--- src/rtl/uart_bit_sampler.sv ---
module uart_bit_sampler #(
  parameter int CNT_W = 4
) (
  input  logic clk,
  input  logic rst_n,
  input  logic line_in,
  input  logic os_tick,
  input  logic align,
  input  logic cfg_os8,
  input  logic cfg_single,
  output logic bit_out,
  output logic bit_valid,
  output logic noise
);
  localparam int IW = CNT_W + 1;
  localparam logic [IW-1:0] FULL = IW'(1 << CNT_W);
  localparam logic [IW-1:0] HALF = IW'(1 << (CNT_W - 1));
  localparam logic [IW-1:0] ONE  = IW'(1);

  logic [CNT_W-1:0] cnt_q;
  logic             os8_q, single_q;
  logic [2:0]       smp_q;

  logic [IW-1:0] idx, ratio, mid;
  logic          last, vote, split;

  assign idx   = {1'b0, cnt_q} + ONE;
  assign ratio = os8_q ? HALF : FULL;
  assign mid   = (ratio >> 1) + ONE;
  assign last  = (idx == ratio);
  assign vote  = (smp_q[0] & smp_q[1]) | (smp_q[1] & smp_q[2]) | (smp_q[0] & smp_q[2]);
  assign split = (|smp_q) & ~(&smp_q);

  always_ff @(posedge clk) begin
    if (!rst_n) begin
      cnt_q     <= '0;
      os8_q     <= 1'b0;
      single_q  <= 1'b0;
      smp_q     <= '0;
      bit_out   <= 1'b1;
      bit_valid <= 1'b0;
      noise     <= 1'b0;
    end else if (align) begin
      cnt_q     <= '0;
      os8_q     <= cfg_os8;
      single_q  <= cfg_single;
      bit_valid <= 1'b0;
      noise     <= 1'b0;
    end else begin
      bit_valid <= 1'b0;
      if (os_tick) begin
        if (idx == mid - ONE) smp_q[0] <= line_in;
        if (idx == mid)       smp_q[1] <= line_in;
        if (idx == mid + ONE) smp_q[2] <= line_in;
        if (last) begin
          cnt_q     <= '0;
          bit_valid <= 1'b1;
          bit_out   <= single_q ? smp_q[1] : vote;
          if (!single_q && split) noise <= 1'b1;
        end else begin
          cnt_q <= cnt_q + 1'b1;
        end
      end
    end
  end
endmodule

--- config.mk ---
export PLATFORM = sky130hd
export DESIGN_NAME = uart_bit_sampler
export DESIGN_NICKNAME = d
export VERILOG_FILES = /design/src/rtl/uart_bit_sampler.sv
export SDC_FILE = /design/constraint.sdc
export NUM_CORES = 1
export LEC_CHECK = 0
export BUFFER_PORTS_ARGS = -buffer_cell sky130_fd_sc_hd__clkbuf_2
export CORE_MARGIN = 1
export CORE_UTILIZATION = 45
export DETAILED_ROUTE_END_ITERATION = 8
export GPL_TIMING_DRIVEN = 0
export PLACE_DENSITY_LB_ADDON = 0.12
export RECOVER_POWER = 50
export REMOVE_ABC_BUFFERS = 1
export SLEW_MARGIN = 20
export SYNTH_ARGS = -nofsm -noshare
export SYNTH_HDL_FRONTEND = slang
export SYNTH_SLANG_ARGS = --single-unit
--- constraint.sdc ---
create_clock -name clk -period 2.9 [get_ports clk]
set_input_delay 0.29 -clock clk [delete_from_list [all_inputs] [get_ports clk]]
set_output_delay 0.29 -clock clk [all_outputs]
set_load 0.1 [all_outputs]
==> results.env <==
CLOCK-ROOT-BUFFER='sky130_fd_sc_hd__clkbuf_4'
DETAILED_PLACE.AREA_UM2=758.2
STATUS='completed'
SYNTH_AREA_LEADER_CELL='sky130_fd_sc_hd__dfxtp_1'
CRITICAL_PATH_ARRIVAL_NS=2.03
PERIOD_SHARE_PCT=64.33
WORST_CLOCK_SKEW_NS=0.002541
SYNTHCELLS=76
DIE_W_UM=41.43
CRITICAL_PATH_REQUIRED_TIME_NS=3.06
HOLD_PATH.CLASS='in -> reg'
SYNTH_TOP_FAMILY_BY_AREA='simple AND/OR/NAND/NOR gates'
MAXIMUM_NUMBER_OF_PINS_ON_ONE_NET_BEFORE_GLOBAL_ROUTE_REPAIR=10
RRSETUPSLACK_NS=1.03
IO_PINS=10
DRT_WL_TOTAL_MM=1.328
SYNTH.LIB_CELLS_USED.DISTINCT=28
VIAS_PER_CELL=5.291
CP-START-KIND='flop'
DRTPASS1ITERATIONS=4
TIMING.CRITICAL_PATH.TO='bit_out$_SDFFE_PN1P_'
FIRST_GLOBAL_VIAS=523
PWR-SHARE-COMB_PCT=6.7
FINAL-SEQ-AREA_UM2=240.2
POST_SYNTH_XOR_AREA_FRACTION_PCT=1.252
GLOBAL_ROUTE_WIRE_LENGTH_BEFORE_REPAIR_MM=2.297
FINAL_CELL_AREA_UM2=790.8
TIMING.CRITICAL_PATH.TO_TYPE='flop'
MAX_CAP_VIOL_COUNT=0
FINALSETUPVIOLATIONS=0
DIE_FOOTPRINT_MM2=0.001716
TOTAL_COUNT_OF_MAX_TRANSITION_VIOLATIONS_IN_THE_FINAL_REPORT=0
ANT_NETS=0
SETUP_TOTAL_NEGATIVE_SLACK_NS=0
ANTENNA_VIOLATIONS_BEFORE_REPAIR=0
MAPPEDNETLISTAREA_UM2=699.4
CELLINTERNALPOWER_uW=253.7
POWER_PER_CELL_AREA_mW_PER_MM2=413.2
CTS_HOLD_REPAIR.BUFFERS=0
POST_ROUTE_MINIMUM_PERIOD_NS=1.866
FF_LATCH_COUNT_SYNTH=12
ALL_LAYER_GR_USAGE_PCT=17.07
YOSYS_WARNINGS=0
YOSYS.AREA_SHARE.SIMPLE_PCT=33.45
GRT_SETUP_UNREPAIRED='no'
CORE_AREA_MM2=0.001366
CTS.CLK_SLEW.WORST_PATHS_NS=0.08
SEQ_AREA_FRAC_SYNTH_PCT=34.35
FF2FF_PATH_DEPTH=6
FINAL-HOLD-VIOLATION-COUNT=0
FMAX_MHz=536.0
WORSTREG2REGEND='bit_out$_SDFFE_PN1P_'
DRIVE_ABOVE_1_SHARE_PCT=18.18
ROWS=13
SWITCHING_SHARE_PCT=22.35
DRC=0
SYNTHARSTFLOPSHARE_PCT=0
SYNTH-EDFF-COUNT=0
CLOCKBUFFERDEPTH=2
WORST-SETUP-PATH-TYPE='reg -> reg'
CRIT_PATH_MAX_FANOUT=9
H-TREE-DEPTH=1
HPWL_MM=1.014
SYNTH_TOP_AREA_SHARE_PCT=34.35
MULTI_INPUT_AREA_UM2=439.2
ROUTE.VIAS.TOTAL=545
CLKPWRFRAC_PCT=40.8
TIMING.MAX_SLEW.REL_SLACK_PCT=22.70
POST_CTS_RESIZE_COUNT=0
WORSTSETUPSTARTPOINT='cnt_q[0]$_SDFFE_PP0P_'
GP_ROUTABILITY_CONGESTION=0.7520
SYN2LAYOUT_AREA_GROWTH_PCT=13.06
FILLERINSTANCES=135
SYNTH.AREA.TOP_CELLS='sky130_fd_sc_hd__dfxtp_1 34%, sky130_fd_sc_hd__mux2i_1 8.6%, sky130_fd_sc_hd__ha_1 7.2%, sky130_fd_sc_hd__nand3b_4 5.7%, sky130_fd_sc_hd__nand2_1 4.3%'
SYNTH_MOST_COMMON_CELL='sky130_fd_sc_hd__dfxtp_1'
POWER_FRAC_SEQ_PCT=52.5
LARGEST_VOLTAGE_DROP_ON_THE_VDD_NET_V=0.0002107
SYNTH.AVG_CELL_AREA_UM2=9.203
POST-CTS-SETUP-BUFFER-COUNT=0
SYNTH-COMPOUND-AREA-SHARE_PCT=10.20
MUXSHAREOFSYNTHAREA_PCT=10.73
DIE_HEIGHT_UM=41.43
CTS.SINK_COUNT=12
POSTSYNTH.TOPFLOPCELL='sky130_fd_sc_hd__dfxtp_1'
GRT_OVERFLOW=0
NUMBER_OF_DRC_MARKERS_AFTER_THE_INITIAL_DETAILED_ROUTE_ITERATION=4
FLOORPLAN.INITIALDENSITY_PCT=51.19
DESIGN.FINAL.NETS=100
TRITONCTS='built'
BUFFER_PORTS.INSERTED=9
WL_PER_CELL_UM=12.89
NETSWITCHINGPOWER_uW=73.03
WORST-SLEW-PIN-TRANSITION_NS=1.165
NUMCTSBUFFERS=3
P_LEAK_nW=0.3634
REG2REG_FROM='cnt_q[0]$_SDFFE_PP0P_'
INSERTION_DELAY_NS=0.27
SYNTHTOPCELLSBYCOUNT='12 x sky130_fd_sc_hd__dfxtp_1, 8 x sky130_fd_sc_hd__nand2_1, 8 x sky130_fd_sc_hd__nor2_1'
POST_SYNTH_FA_HA_MAJ_AREA_FRACTION_PCT=7.156
ANTENNA-DIODE-COUNT=0
state kept, by name, indices dropped and copies added (netlist names):
register   count
bit_valid      1
os8_q          1
smp_q          3
cnt_q          4
single_q       1
noise          1
bit_out        1
power by group through the flow:
stage	Clock [mW]	Combinational (mW)	Sequential, mW
global route	0.146	0.0249	0.172
finish	0.133	0.0218	0.172
floorplan	0	0.0123	0.174
detailed placement	0	0.0219	0.175
CTS	0.136	0.0220	0.171
global placement	0	0.0215	0.175
worst min-delay path by stage:
stage                             from               endpoint  slack, ns  cells past startpoint
global route                   cfg_os8     os8_q$_SDFFE_PN0P_       0.29                      3
finish                      cfg_single  single_q$_SDFFE_PN0P_       0.25                      3
CTS                         cfg_single  single_q$_SDFFE_PN0P_       0.25                      3
floorplan                      os_tick   bit_valid$_SDFF_PP0_       0.43                      2
detailed placement  noise$_SDFFE_PP0P_     noise$_SDFFE_PP0P_       0.46                      2
global placement    noise$_SDFFE_PP0P_     noise$_SDFFE_PP0P_       0.45                      2
worst max-delay path, cell delays in order (launching register included):
cell and delay, ns:
sky130_fd_sc_hd__dfxtp_1 0.49, sky130_fd_sc_hd__ha_1 0.31, sky130_fd_sc_hd__and4_1 0.26, sky130_fd_sc_hd__nand4b_1 0.16, sky130_fd_sc_hd__nand3b_4 0.14, sky130_fd_sc_hd__nand3b_4 0.09
sky130_fd_sc_hd__mux2_4 0.30
logic make-up (layout without fill, tap and decap cells):
| kind of cell | after synthesis | count (layout) |
|---|---|---|
| AOI/OAI and AO/OA | 10 | 10 |
| xor gates and xnor gates | 1 | 1 |
| adders and majority gates | 4 | 4 |
| buffers and inverters | 5 | 17 |
| DFF | 12 | 12 |
| muxes | 7 | 7 |
| and+or+nand+nor | 37 | 37 |
area by class of cell:
type	count	area share, %
clock buffer	4	4.589
inverter	4	1.899
multi-input combinational	59	55.54
sequential	12	30.38
tap	15	2.373
timing repair buffer	9	5.222
layout by cell type (no fill, tap or decap), types with 2 or more instances in the layout:
cell type	synthesis	final
sky130_fd_sc_hd__nand3b_4	2	2
sky130_fd_sc_hd__clkbuf_1	0	3
sky130_fd_sc_hd__ha_1	4	4
sky130_fd_sc_hd__and3_1	2	2
sky130_fd_sc_hd__nand3_1	3	3
sky130_fd_sc_hd__nand2b_1	4	4
sky130_fd_sc_hd__inv_1	4	4
sky130_fd_sc_hd__clkbuf_2	0	6
sky130_fd_sc_hd__a21oi_1	2	2
sky130_fd_sc_hd__nand3b_1	2	2
sky130_fd_sc_hd__nand4b_1	2	2
sky130_fd_sc_hd__nand2_1	8	8
sky130_fd_sc_hd__o21ai_0	3	3
sky130_fd_sc_hd__dfxtp_1	12	12
sky130_fd_sc_hd__nor2_1	8	8
sky130_fd_sc_hd__mux2i_1	6	6
sky130_fd_sc_hd__clkbuf_4	0	3
routing by layer:
layer	GRT usage (%)	wire (µm)
met1	21.51	651
met2	28.44	643
met3	1.304	20
met4	9.677	12
met5	0	0
metrics by stage:
step	hold WS, ns	utilization (%)	worst slack [ns]	power [mW]	cells
after floorplan	0.4300	-	1.228	0.1864	75
after global placement	0.4531	55.49	1.069	0.1968	99
after detailed placement	0.4618	55.49	1.053	0.1973	99
after CTS	0.2480	58.15	1.039	0.3289	103
after global routing	0.2868	57.88	0.8836	0.3430	103
final	0.2513	57.88	1.034	0.3267	103
No activity file was read; power rests on OpenSTA's default activity.
